File: config.mk
export PLATFORM = sky130hd
export DESIGN_NAME = uart_regbank
export DESIGN_NICKNAME = d
export VERILOG_FILES = /design/src/rtl/uart_regbank_pkg.sv /design/src/rtl/uart_reg_decode.sv /design/src/rtl/uart_reg_ctrl.sv /design/src/rtl/uart_line_status.sv /design/src/rtl/uart_regbank.sv
export SDC_FILE = /design/constraint.sdc
export NUM_CORES = 1
export LEC_CHECK = 0
export BUFFER_PORTS_ARGS = -buffer_cell sky130_fd_sc_hd__buf_2
export CORE_ASPECT_RATIO = 1.5
export CORE_MARGIN = 1
export CORE_UTILIZATION = 54
export DETAILED_ROUTE_END_ITERATION = 8
export PLACE_DENSITY = 0.79
export SLEW_MARGIN = 20
export SYNTH_ARGS = -nofsm -noshare
export SYNTH_HDL_FRONTEND = slang
export SYNTH_HIERARCHICAL = 1
export SYNTH_SLANG_ARGS = --single-unit
File: constraint.sdc
create_clock -name clk -period 2.9 [get_ports clk]
set_input_delay 0.58 -clock clk [delete_from_list [all_inputs] [get_ports clk]]
set_output_delay 0.58 -clock clk [all_outputs]
set_load 0.02 [all_outputs]
File: src/rtl/uart_regbank_pkg.sv
package uart_regbank_pkg;
  localparam logic [2:0] OFF_DATA = 3'd0;
  localparam logic [2:0] OFF_IER  = 3'd1;
  localparam logic [2:0] OFF_FIFO = 3'd2;
  localparam logic [2:0] OFF_LCR  = 3'd3;
  localparam logic [2:0] OFF_MCR  = 3'd4;
  localparam logic [2:0] OFF_LSR  = 3'd5;
  localparam logic [2:0] OFF_MSR  = 3'd6;
  localparam logic [2:0] OFF_SCR  = 3'd7;

  localparam logic [7:0] EXT_KEY = 8'hBF;
  localparam int ERR_W   = 4;
  localparam int MODEM_W = 4;
  localparam int IER_W   = 4;
  localparam int MCR_W   = 6;

  typedef enum logic [1:0] {
    BANK_DATA = 2'd0,
    BANK_DIV  = 2'd1,
    BANK_EXT  = 2'd2
  } bank_e;

  typedef struct packed {
    logic wr_thr;
    logic rd_rbr;
    logic wr_dll;
    logic wr_dlm;
    logic wr_ier;
    logic wr_fcr;
    logic wr_efr;
    logic wr_lcr;
    logic wr_mcr;
    logic wr_scr;
    logic rd_lsr;
    logic rd_msr;
  } acc_t;
endpackage

File: src/rtl/uart_reg_decode.sv
module uart_reg_decode
  import uart_regbank_pkg::*;
(
  input  logic [2:0] addr,
  input  logic       wr_en,
  input  logic       rd_en,
  input  logic [7:0] lcr,
  output bank_e      bank,
  output acc_t       acc
);
  // extended bank overlays the divisor bank: key value has bit 7 set
  always_comb begin
    if (lcr == EXT_KEY)   bank = BANK_EXT;
    else if (lcr[7])      bank = BANK_DIV;
    else                  bank = BANK_DATA;
  end

  always_comb begin
    acc = '0;
    unique case (addr)
      OFF_DATA: begin
        if (bank == BANK_DATA) begin
          acc.wr_thr = wr_en;
          acc.rd_rbr = rd_en;
        end else begin
          acc.wr_dll = wr_en;
        end
      end
      OFF_IER: begin
        if (bank == BANK_DATA) acc.wr_ier = wr_en;
        else                   acc.wr_dlm = wr_en;
      end
      OFF_FIFO: begin
        if (bank == BANK_EXT) acc.wr_efr = wr_en;
        else                  acc.wr_fcr = wr_en;
      end
      OFF_LCR: acc.wr_lcr = wr_en;
      OFF_MCR: acc.wr_mcr = wr_en;
      OFF_LSR: acc.rd_lsr = rd_en;
      OFF_MSR: acc.rd_msr = rd_en;
      OFF_SCR: acc.wr_scr = wr_en && (bank != BANK_EXT);
      default: acc = '0;
    endcase
  end
endmodule

File: src/rtl/uart_reg_ctrl.sv
module uart_reg_ctrl
  import uart_regbank_pkg::*;
#(
  parameter int DATA_W = 8,
  localparam int DIV_W = 2 * DATA_W
) (
  input  logic              clk,
  input  logic              rst_n,
  input  acc_t              acc,
  input  logic [DATA_W-1:0] wdata,
  input  logic              rx_valid,
  output logic [DATA_W-1:0] lcr,
  output logic [IER_W-1:0]  ier,
  output logic [MCR_W-1:0]  mcr,
  output logic [DATA_W-1:0] scr,
  output logic [DATA_W-1:0] efr,
  output logic [DIV_W-1:0]  divisor,
  output logic              fifo_en,
  output logic              fifo_deep,
  output logic [1:0]        rx_trig,
  output logic              rx_flush,
  output logic              tx_flush,
  output logic              tx_valid,
  output logic [DATA_W-1:0] tx_data,
  output logic              rx_ready
);
  // stored configuration
  always_ff @(posedge clk) begin
    if (!rst_n) begin
      lcr       <= '0;
      ier       <= '0;
      mcr       <= '0;
      scr       <= '0;
      efr       <= '0;
      divisor   <= '0;
      fifo_en   <= 1'b0;
      fifo_deep <= 1'b0;
      rx_trig   <= '0;
    end else begin
      if (acc.wr_lcr) lcr <= wdata;
      if (acc.wr_ier) ier <= wdata[IER_W-1:0];
      if (acc.wr_mcr) mcr <= wdata[MCR_W-1:0];
      if (acc.wr_scr) scr <= wdata;
      if (acc.wr_efr) efr <= wdata;
      if (acc.wr_dll) divisor[DATA_W-1:0]     <= wdata;
      if (acc.wr_dlm) divisor[DIV_W-1:DATA_W] <= wdata;
      if (acc.wr_fcr) begin
        fifo_en   <= wdata[0];
        fifo_deep <= wdata[5];
        rx_trig   <= wdata[7:6];
      end
    end
  end

  // single-cycle strobes, one cycle after the access
  always_ff @(posedge clk) begin
    if (!rst_n) begin
      rx_flush <= 1'b0;
      tx_flush <= 1'b0;
      tx_valid <= 1'b0;
      tx_data  <= '0;
      rx_ready <= 1'b0;
    end else begin
      rx_flush <= acc.wr_fcr && wdata[1];
      tx_flush <= acc.wr_fcr && wdata[2];
      tx_valid <= acc.wr_thr;
      rx_ready <= acc.rd_rbr && rx_valid;
      if (acc.wr_thr) tx_data <= wdata;
    end
  end
endmodule

File: src/rtl/uart_line_status.sv
module uart_line_status
  import uart_regbank_pkg::*;
(
  input  logic               clk,
  input  logic               rst_n,
  input  logic               rd_lsr,
  input  logic               rd_msr,
  input  logic [ERR_W-1:0]   err_in,
  input  logic [MODEM_W-1:0] modem_in,
  input  logic               rx_valid,
  input  logic               tx_ready,
  input  logic               tx_idle,
  input  logic               fifo_en,
  input  logic               fifo_deep,
  input  logic [IER_W-1:0]   ier,
  output logic [7:0]         lsr,
  output logic [7:0]         msr,
  output logic [7:0]         iir,
  output logic               pending
);
  logic [ERR_W-1:0]   err_q;
  logic [MODEM_W-1:0] lines_q;
  logic [MODEM_W-1:0] delta_q;
  logic [2:0]         cause;

  // sticky errors: a new error wins over the read clear
  always_ff @(posedge clk) begin
    if (!rst_n) err_q <= '0;
    else        err_q <= (rd_lsr ? '0 : err_q) | err_in;
  end

  always_ff @(posedge clk) begin
    if (!rst_n) lines_q <= '0;
    else        lines_q <= modem_in;
  end

  for (genvar i = 0; i < MODEM_W; i++) begin : g_delta
    always_ff @(posedge clk) begin
      if (!rst_n)                        delta_q[i] <= 1'b0;
      else if (modem_in[i] != lines_q[i]) delta_q[i] <= 1'b1;
      else if (rd_msr)                   delta_q[i] <= 1'b0;
    end
  end

  always_comb begin
    lsr = {fifo_en && (|err_q), tx_idle, tx_ready, err_q, rx_valid};
    msr = {lines_q, delta_q};
  end

  // priority: line error, data ready, transmitter ready, modem change
  always_comb begin
    pending = 1'b1;
    if (ier[2] && (|err_q))        cause = 3'b011;
    else if (ier[0] && rx_valid)   cause = 3'b010;
    else if (ier[1] && tx_ready)   cause = 3'b001;
    else if (ier[3] && (|delta_q)) cause = 3'b000;
    else begin
      cause   = 3'b000;
      pending = 1'b0;
    end
    iir = {fifo_en, fifo_en, fifo_en && fifo_deep, 1'b0, cause, !pending};
  end
endmodule

File: src/rtl/uart_regbank.sv
module uart_regbank
  import uart_regbank_pkg::*;
#(
  parameter int DATA_W = 8,
  localparam int DIV_W = 2 * DATA_W
) (
  input  logic               clk,
  input  logic               rst_n,
  input  logic [2:0]         reg_addr,
  input  logic               reg_wr,
  input  logic               reg_rd,
  input  logic [DATA_W-1:0]  reg_wdata,
  output logic [DATA_W-1:0]  reg_rdata,
  output logic               irq,
  output logic               tx_valid,
  output logic [DATA_W-1:0]  tx_data,
  input  logic               tx_ready,
  input  logic               rx_valid,
  input  logic [DATA_W-1:0]  rx_data,
  output logic               rx_ready,
  input  logic               tx_idle,
  input  logic [ERR_W-1:0]   line_err,
  input  logic [MODEM_W-1:0] modem_in,
  output logic [DATA_W-1:0]  line_ctrl,
  output logic [DIV_W-1:0]   baud_div,
  output logic               fifo_enable,
  output logic               fifo_deep,
  output logic [1:0]         rx_trigger,
  output logic               rx_flush,
  output logic               tx_flush,
  output logic               dtr,
  output logic               rts,
  output logic [1:0]         out_aux,
  output logic               loopback,
  output logic               auto_flow
);
  bank_e             bank;
  acc_t              acc;
  logic [IER_W-1:0]  ier;
  logic [MCR_W-1:0]  mcr;
  logic [DATA_W-1:0] scr;
  logic [DATA_W-1:0] efr;
  logic [7:0]        lsr;
  logic [7:0]        msr;
  logic [7:0]        iir;

  uart_reg_decode u_decode (
    .addr  (reg_addr),
    .wr_en (reg_wr),
    .rd_en (reg_rd),
    .lcr   (line_ctrl),
    .bank  (bank),
    .acc   (acc)
  );

  uart_reg_ctrl #(.DATA_W(DATA_W)) u_ctrl (
    .clk       (clk),
    .rst_n     (rst_n),
    .acc       (acc),
    .wdata     (reg_wdata),
    .rx_valid  (rx_valid),
    .lcr       (line_ctrl),
    .ier       (ier),
    .mcr       (mcr),
    .scr       (scr),
    .efr       (efr),
    .divisor   (baud_div),
    .fifo_en   (fifo_enable),
    .fifo_deep (fifo_deep),
    .rx_trig   (rx_trigger),
    .rx_flush  (rx_flush),
    .tx_flush  (tx_flush),
    .tx_valid  (tx_valid),
    .tx_data   (tx_data),
    .rx_ready  (rx_ready)
  );

  uart_line_status u_status (
    .clk       (clk),
    .rst_n     (rst_n),
    .rd_lsr    (acc.rd_lsr),
    .rd_msr    (acc.rd_msr),
    .err_in    (line_err),
    .modem_in  (modem_in),
    .rx_valid  (rx_valid),
    .tx_ready  (tx_ready),
    .tx_idle   (tx_idle),
    .fifo_en   (fifo_enable),
    .fifo_deep (fifo_deep),
    .ier       (ier),
    .lsr       (lsr),
    .msr       (msr),
    .iir       (iir),
    .pending   (irq)
  );

  always_comb begin
    dtr       = mcr[0];
    rts       = mcr[1];
    out_aux   = mcr[3:2];
    loopback  = mcr[4];
    auto_flow = mcr[5] || (efr[7:6] == 2'b11);
  end

  // read mux, banked on the line control value
  always_comb begin
    unique case (reg_addr)
      OFF_DATA: reg_rdata = (bank == BANK_DATA) ? rx_data : baud_div[DATA_W-1:0];
      OFF_IER:  reg_rdata = (bank == BANK_DATA) ? {{(DATA_W-IER_W){1'b0}}, ier}
                                                : baud_div[DIV_W-1:DATA_W];
      OFF_FIFO: reg_rdata = (bank == BANK_EXT) ? efr : DATA_W'(iir);
      OFF_LCR:  reg_rdata = line_ctrl;
      OFF_MCR:  reg_rdata = {{(DATA_W-MCR_W){1'b0}}, mcr};
      OFF_LSR:  reg_rdata = DATA_W'(lsr);
      OFF_MSR:  reg_rdata = DATA_W'(msr);
      OFF_SCR:  reg_rdata = (bank == BANK_EXT) ? '0 : scr;
      default:  reg_rdata = '0;
    endcase
  end
endmodule

[Yosys cells after proc, flatten, opt, wreduce, memory -nomap -nowiden]
Index checks and enable logic that the tools add are counted.
Widths: inputs -> output; s select.
Storage, ports and cells
  register bits after elaboration: 78
  output and inout port bits: 55
  word-level logic and storage cells: 90
Operators by class
  eq/ne operators: 15
  mux-type cells: 33
  bitwise logic cells: 1
  reductions and logical operators: 20
Operator list (number)
  $pmux 8 s8: 1
  $mux 8: 4
  $mux 1: 20
  $eq 3x3->1 const B: 4
  $logic_and 1x1->1: 10
  $mux 3: 3
  $eq 8x8->1 const B: 1
  $mux 2: 4
  $reduce_bool 2->1: 4
  $reduce_or 4->1: 2
  $eq 3x2->1 const B: 2
  $eq 2x2->1 const B: 2
  $mux 4: 1
  $ne 1x1->1: 4
  $or 4x4->4: 1
  $eq 3x1->1 const B: 1
  $logic_not 3->1: 1
  $logic_not 2->1: 1
  $ne 2x2->1 const B: 1
  $logic_not 1->1: 1
  $logic_or 1x1->1: 1

[Logic depth before layout (Yosys ltp)]
  depth in word-level cells: 9
  depth in mapped cells: 7

[Modules after synthesis]
Netlist, hierarchy kept.
By module, submodules not included
  uart_reg_ctrl: instances 1, cells each 215, area each 2504.9 um2
  uart_regbank: instances 1, cells each 110, area each 803.3 um2
  uart_line_status: instances 1, cells each 56, area each 550.5 um2
  uart_reg_decode: instances 1, cells each 24, area each 182.7 um2

[Worst setup path after synthesis]
OpenSTA, ideal clock, no wires.
  path kind: flip-flop to output port
  from: reg u_ctrl.lcr[6]
  to: out reg_rdata[1]
  data arrival time: 2253 ps
  data required time: 2320 ps
  path slack: 67 ps
  stages on the path, launching flop included: 8
  path buffers: 1
  cell sequence: dfxtp_1 > and4b_1 > a21boi_0 > nor2b_1 > buf_6 > nor2_2 > a22oi_1 > a32oi_1
Between the ends
  longest elaborated chain between the ends: 5
  elaborated cells on any way between the ends: 9
  those cells by class: eq/ne: 2; mux: 6; reduce/logical: 1
RTL lines
  start, declared: RTL line uart_reg_ctrl.sv:12  | output logic [DATA_W-1:0] lcr,
  start signal, assigned: RTL line uart_reg_ctrl.sv:40  | if (acc.wr_lcr) lcr <= wdata;
  $eq 8x8->1 (*): RTL line uart_reg_decode.sv:13  | if (lcr == EXT_KEY) bank = BANK_EXT;
  $mux 2 (*): RTL line uart_reg_decode.sv:13
  via bank[0]: RTL line uart_regbank.sv:37  | bank_e bank;
  $eq 2x2->1 / $logic_not 2->1 (equally long branches)
  $mux 8, on equally long branches
  $pmux 8 s8 (*): RTL line uart_regbank.sv:107  | unique case (reg_addr)
  end, declared: RTL line uart_regbank.sv:13  | output logic [DATA_W-1:0] reg_rdata,
Mark *: on every way through the listed nets, which the timed path passes. The rest lies on a longest branch.

[Final worst setup path]
  from: reg u_ctrl.lcr[3]
  to: out reg_rdata[2]
The elaborated chain is that of the path after synthesis.

==> metrics.txt <==
# TYPE chip_impl_metric gauge
chip_impl_metric{name="vias_in_the_first_global_route",unit=""} 3358
chip_impl_metric{name="fp.coreArea",unit="um2"} 7230
chip_impl_metric{name="route.vias.total",unit=""} 3445
chip_impl_metric{name="number_of_flops_mapped_to_enable_cells_by_yosys",unit=""} 0
chip_impl_metric{name="die_area",unit="um2"} 7840
chip_impl_metric{name="hold_viol",unit=""} 0
chip_impl_metric{name="die_width",unit="um"} 72.6
chip_impl_metric{name="ys.warnings.count",unit=""} 6
chip_impl_info{name="status",value="finished, violations left"} 1
chip_impl_info{name="r2r-end",value="u_ctrl/ier[2]"} 1
chip_impl_metric{name="seq_area",unit="um2"} 1570
chip_impl_metric{name="grt_pass1_wl",unit="mm"} 18.0
chip_impl_metric{name="cellLeakagePower",unit="nW"} 2.00
chip_impl_metric{name="cts_sinks",unit=""} 78
chip_impl_info{name="sort_of_element_at_the_start_of_the_critical_path",value="flip-flop"} 1
chip_impl_metric{name="final-instance-count-excl-fill",unit=""} 616
chip_impl_metric{name="remaining_drc_errors",unit=""} 0
chip_impl_info{name="worstSetupEndpointType",value="output pin"} 1
chip_impl_metric{name="worst_ep_required_time",unit="ns"} 2.32
chip_impl_metric{name="final.hold.worst_slack",unit="ns"} 0.421
chip_impl_metric{name="path_max_fanout",unit=""} 5
chip_impl_metric{name="drt_first_iter_violations",unit=""} 251
chip_impl_metric{name="design.final.nets",unit=""} 545
chip_impl_metric{name="dp_hpwl",unit="mm"} 8.27
chip_impl_metric{name="cts.hold.buffers_added",unit=""} 0
chip_impl_info{name="root_buffer",value="sky130_fd_sc_hd__clkbuf_8"} 1
chip_impl_metric{name="p_clk_share",unit="%"} 34.3
chip_impl_metric{name="power_report.internal_total",unit="mW"} 1.53
chip_impl_metric{name="max_capacitance_violation_total",unit=""} 0
chip_impl_metric{name="ant_nets",unit=""} 0
chip_impl_metric{name="fmax",unit="MHz"} 328
chip_impl_metric{name="drt-pass1-iter-count",unit=""} 4
chip_impl_metric{name="clkTransAtPathRegs",unit="ns"} 0.08
chip_impl_metric{name="wire_per_inst",unit="um"} 19.2
chip_impl_info{name="path_common_cell",value="sky130_fd_sc_hd__buf_6"} 1
chip_impl_metric{name="final_layout_size_suffix_gt1_share",unit="%"} 35.5
chip_impl_metric{name="pwr_density_cell",unit="nW/um2"} 427
chip_impl_info{name="grt_setup_unrepaired",value="true"} 1
chip_impl_metric{name="die_height",unit="um"} 108
chip_impl_metric{name="max_stage_delay",unit="ns"} 0.36
chip_impl_metric{name="buffer_ports.inserted",unit=""} 88
chip_impl_metric{name="clock_latency",unit="ns"} 0.36
chip_impl_metric{name="post_synthesis_average_cell_area",unit="um2"} 9.98
chip_impl_metric{name="postSynth.asyncResetShare",unit="%"} 0
chip_impl_metric{name="fin_area",unit="um2"} 5000
chip_impl_metric{name="ios",unit=""} 89
chip_impl_metric{name="slew-limit-headroom",unit="%"} 62.3
chip_impl_metric{name="clock_tree.buffer_depth",unit=""} 2
chip_impl_metric{name="ff2ff_setup_slack",unit="ns"} 1.33
chip_impl_metric{name="postSynthCellCount",unit=""} 405
chip_impl_metric{name="worst-slew-pin-transition",unit="ns"} 0.566
chip_impl_metric{name="grt_overflow",unit=""} 0
chip_impl_info{name="cts_tree",value="done"} 1
chip_impl_metric{name="placedCellCount",unit=""} 586
chip_impl_metric{name="synthToLayoutAreaGrowth",unit="%"} 23.8
chip_impl_metric{name="drv_slew",unit=""} 0
chip_impl_metric{name="cp_data_arrival_time",unit="ns"} 2.47
chip_impl_metric{name="netlist_area",unit="um2"} 4040
chip_impl_metric{name="worst_hold_path_cells",unit=""} 2
chip_impl_metric{name="multi_input_comb_area",unit="um2"} 2310
chip_impl_metric{name="timing.final.ws_setup",unit="ns"} -0.149
chip_impl_metric{name="final.period_utilization",unit="%"} 105
chip_impl_metric{name="starting_density_of_the_core",unit="%"} 55.9
chip_impl_info{name="min_from",value="line_err[3]"} 1
chip_impl_metric{name="setup-violations-final",unit=""} 8
chip_impl_metric{name="placedInstanceArea",unit="um2"} 4590
chip_impl_info{name="crit-reg2reg-launch",value="u_ctrl/lcr[7]"} 1
chip_impl_info{name="top_flip_flop_cell_by_instance_count_after_synthesis",value="sky130_fd_sc_hd__dfxtp_1"} 1
chip_impl_metric{name="power.share.combinational",unit="%"} 13.4
chip_impl_metric{name="sw_pwr",unit="mW"} 0.604
chip_impl_metric{name="grt_util_all_layers",unit="%"} 31.3
chip_impl_metric{name="wirelength",unit="mm"} 11.8
chip_impl_metric{name="p_seq_share",unit="%"} 52.3
chip_impl_metric{name="tritoncts.num_buffers",unit=""} 9
chip_impl_metric{name="row_count",unit=""} 38
chip_impl_info{name="critical-path-slowest-cell",value="sky130_fd_sc_hd__dfxtp_2"} 1
chip_impl_info{name="worstPathCellList",value="buf_6 -> nand4_1 -> nor2_4 -> nor2b_4 -> buf_6 -> mux2_4 -> a221oi_4 -> o211ai_1 -> buf_4"} 1
chip_impl_metric{name="avgViaCountPerCell",unit=""} 5.59
chip_impl_metric{name="number_of_diodes",unit=""} 0
chip_impl_metric{name="grt_max_degree",unit=""} 42
chip_impl_metric{name="seq_area_frac_synth",unit="%"} 38.6
chip_impl_metric{name="antenna_found_initial",unit=""} 0
chip_impl_metric{name="power.share.switching",unit="%"} 28.2
chip_impl_info{name="worstHoldPathType",value="in -> reg"} 1
chip_impl_metric{name="fill_cells",unit=""} 570
chip_impl_metric{name="timing.final.crit_period",unit="ns"} 3.05
chip_impl_metric{name="htree_levels",unit=""} 3
chip_impl_metric{name="skew",unit="ns"} 0.00989
chip_impl_info{name="critPathKind",value="reg -> out"} 1
chip_impl_metric{name="synth_cell_type_count",unit=""} 57
chip_impl_metric{name="ys_seq_elements",unit=""} 78
chip_impl_metric{name="gp_congestion",unit=""} 0.933
chip_impl_metric{name="rr_worst_depth",unit=""} 4
chip_impl_info{name="failed_checks",value="setup timing"} 1
chip_impl_metric{name="vdd.ir_drop.worst",unit="V"} 0.000321
chip_impl_metric{name="place_worst_setup_slack",unit="ns"} 0.0182
chip_impl_info{name="holdPathEnd",value="u_status/err_q[3]"} 1
==> power by group through the flow <==
stage / logic [mW] / registers [mW] / clock network (mW)
6_report: 0.287 / 1.12 / 0.734
5_1_grt: 0.305 / 1.12 / 0.783
4_1_cts: 0.276 / 1.12 / 0.743
3_5_place_dp: 0.268 / 1.14 / 0
3_3_place_gp: 0.264 / 1.14 / 0
2_1_floorplan: 0.169 / 1.15 / 0
==> per-stage QoR <==
| stage | setup TNS [ns] | power [mW] | utilization [%] |
|---|---|---|---|
| after floorplan | 0 | 1.31 | - |
| after global placement | 0 | 1.41 | 63.6 |
| after detailed placement | 0 | 1.41 | 63.6 |
| after CTS | -0.100 | 2.14 | 68.2 |
| after global routing | -0.979 | 2.21 | 69.3 |
| final | -0.536 | 2.14 | 69.3 |
==> placed cells by master, fill, tap and decap left out, types with 3 or more instances in the layout <==
cell,Yosys,routed
sky130_fd_sc_hd__nand4_1,4,4
sky130_fd_sc_hd__and3_1,3,3
sky130_fd_sc_hd__o21a_1,4,4
sky130_fd_sc_hd__nand2b_1,5,5
sky130_fd_sc_hd__xnor2_1,4,4
sky130_fd_sc_hd__buf_6,5,8
sky130_fd_sc_hd__buf_2,11,85
sky130_fd_sc_hd__buf_4,17,40
sky130_fd_sc_hd__a22oi_1,12,9
sky130_fd_sc_hd__a21boi_0,5,4
sky130_fd_sc_hd__mux2_1,9,7
sky130_fd_sc_hd__a31oi_1,3,3
sky130_fd_sc_hd__nor2b_1,73,71
sky130_fd_sc_hd__a32oi_1,4,4
sky130_fd_sc_hd__o21ai_0,8,8
sky130_fd_sc_hd__a22oi_2,0,3
sky130_fd_sc_hd__mux2i_1,70,70
sky130_fd_sc_hd__nor2_1,7,6
sky130_fd_sc_hd__a21oi_1,5,3
sky130_fd_sc_hd__dfxtp_1,78,71
sky130_fd_sc_hd__dfxtp_2,0,6
sky130_fd_sc_hd__mux2_4,1,3
sky130_fd_sc_hd__nand2_1,12,12
sky130_fd_sc_hd__clkbuf_8,0,9
sky130_fd_sc_hd__a211oi_1,5,5
sky130_fd_sc_hd__a21o_1,4,4
sky130_fd_sc_hd__mux2_2,3,3
sky130_fd_sc_hd__and2_1,10,10
==> cells by family after synthesis <==
| family | share of synthesized area (%) |
|---|---|
| buffers and inverters | 6.59 |
| other | 0.0928 |
| XOR/XNOR | 0.867 |
| multiplexers | 21.1 |
| AND/OR/NAND/NOR | 21.7 |
| flip-flops | 38.6 |
| AO/OA/AOI/OAI | 11.0 |
==> flip-flops by register name (all words and copies together) (netlist names) <==
signal / count
u_ctrl/tx_flush: 1
u_ctrl/efr: 8
u_status/lines_q: 4
u_ctrl/mcr: 6
u_ctrl/divisor: 16
u_ctrl/rx_ready: 1
u_status/msr: 4
u_ctrl/rx_trig: 2
u_ctrl/rx_flush: 1
u_ctrl/lcr: 8
u_ctrl/fifo_deep: 1
u_ctrl/ier: 4
u_ctrl/fifo_en: 1
u_ctrl/tx_data: 8
u_status/err_q: 4
u_ctrl/scr: 8
u_ctrl/tx_valid: 1
==> worst max-delay path by stage <==
stage                        from           end  slack (ns)  cells past startpoint
floorplan           u_ctrl/lcr[6]  reg_rdata[1]        0.07                      7
global placement    u_ctrl/lcr[3]  reg_rdata[2]         0.1                      9
detailed placement  u_ctrl/lcr[3]  reg_rdata[2]        0.02                      9
CTS                 u_ctrl/lcr[3]  reg_rdata[2]       -0.09                      9
global route        u_ctrl/lcr[3]  reg_rdata[2]       -0.18                      9
finish              u_ctrl/lcr[3]  reg_rdata[2]       -0.15                      9
==> worst max-delay path: cells and delay by family, from the launching register on <==
family                 cells  cell delay [ns]
multiplexers               1             0.32
buffers and inverters      3             0.41
AO/OA/AOI/OAI              2             0.42
flip-flops                 1             0.36
AND/OR/NAND/NOR            3             0.58
==> routing by layer <==
metal / part of all wire, % / global-route usage, % / vias to the layer above / wire length [um]
met5: 0 / 0 / - / 0
met1: 39 / 35.1 / 1635 / 4590
li1: - / - / 1631 / -
met3: 5.7 / 5.78 / 43 / 670
met2: 51 / 52.5 / 136 / 6040
met4: 4.5 / 22.1 / 0 / 529
==> area by class of cell <==
cell class,count,area share (%)
clock buffer,10,2.55
tap,100,2.50
multi-input combinational,288,46.2
clock inverter,6,0.925
inverter,1,0.0750
timing repair buffer,133,16.3
sequential,78,31.4
==> repair_timing <==
item                                    4_1_cts  5_1_grt
buffers inserted                              8        5
endpoints found under the setup margin        8        8
gates cloned                                  1        0
pin swaps                                     8        9
resized for setup                            27       13
==> cells in the mapped netlist (all sizes together), types with 3 or more instances <==
cell type	n	area, um2
nand2b	5	31.3
a21oi	5	25.0
a32oi	4	35.0
buf	35	246
and4b	3	30.0
a21o	4	30.0
clkbuf	4	16.3
nand2	12	45.0
o21ai	8	40.0
mux2i	70	701
xnor2	4	35.0
o21a	4	30.0
nand4	4	25.0
mux2	13	150
dfxtp	78	1560
a22oi	12	90.1
nor3b	3	32.5
and2	10	62.6
nor2b	73	457
a211oi	5	37.5
a21boi	5	37.5
and3	3	18.8
nor2	9	38.8
a31oi	3	18.8
(Power assumes the default switching activity.)
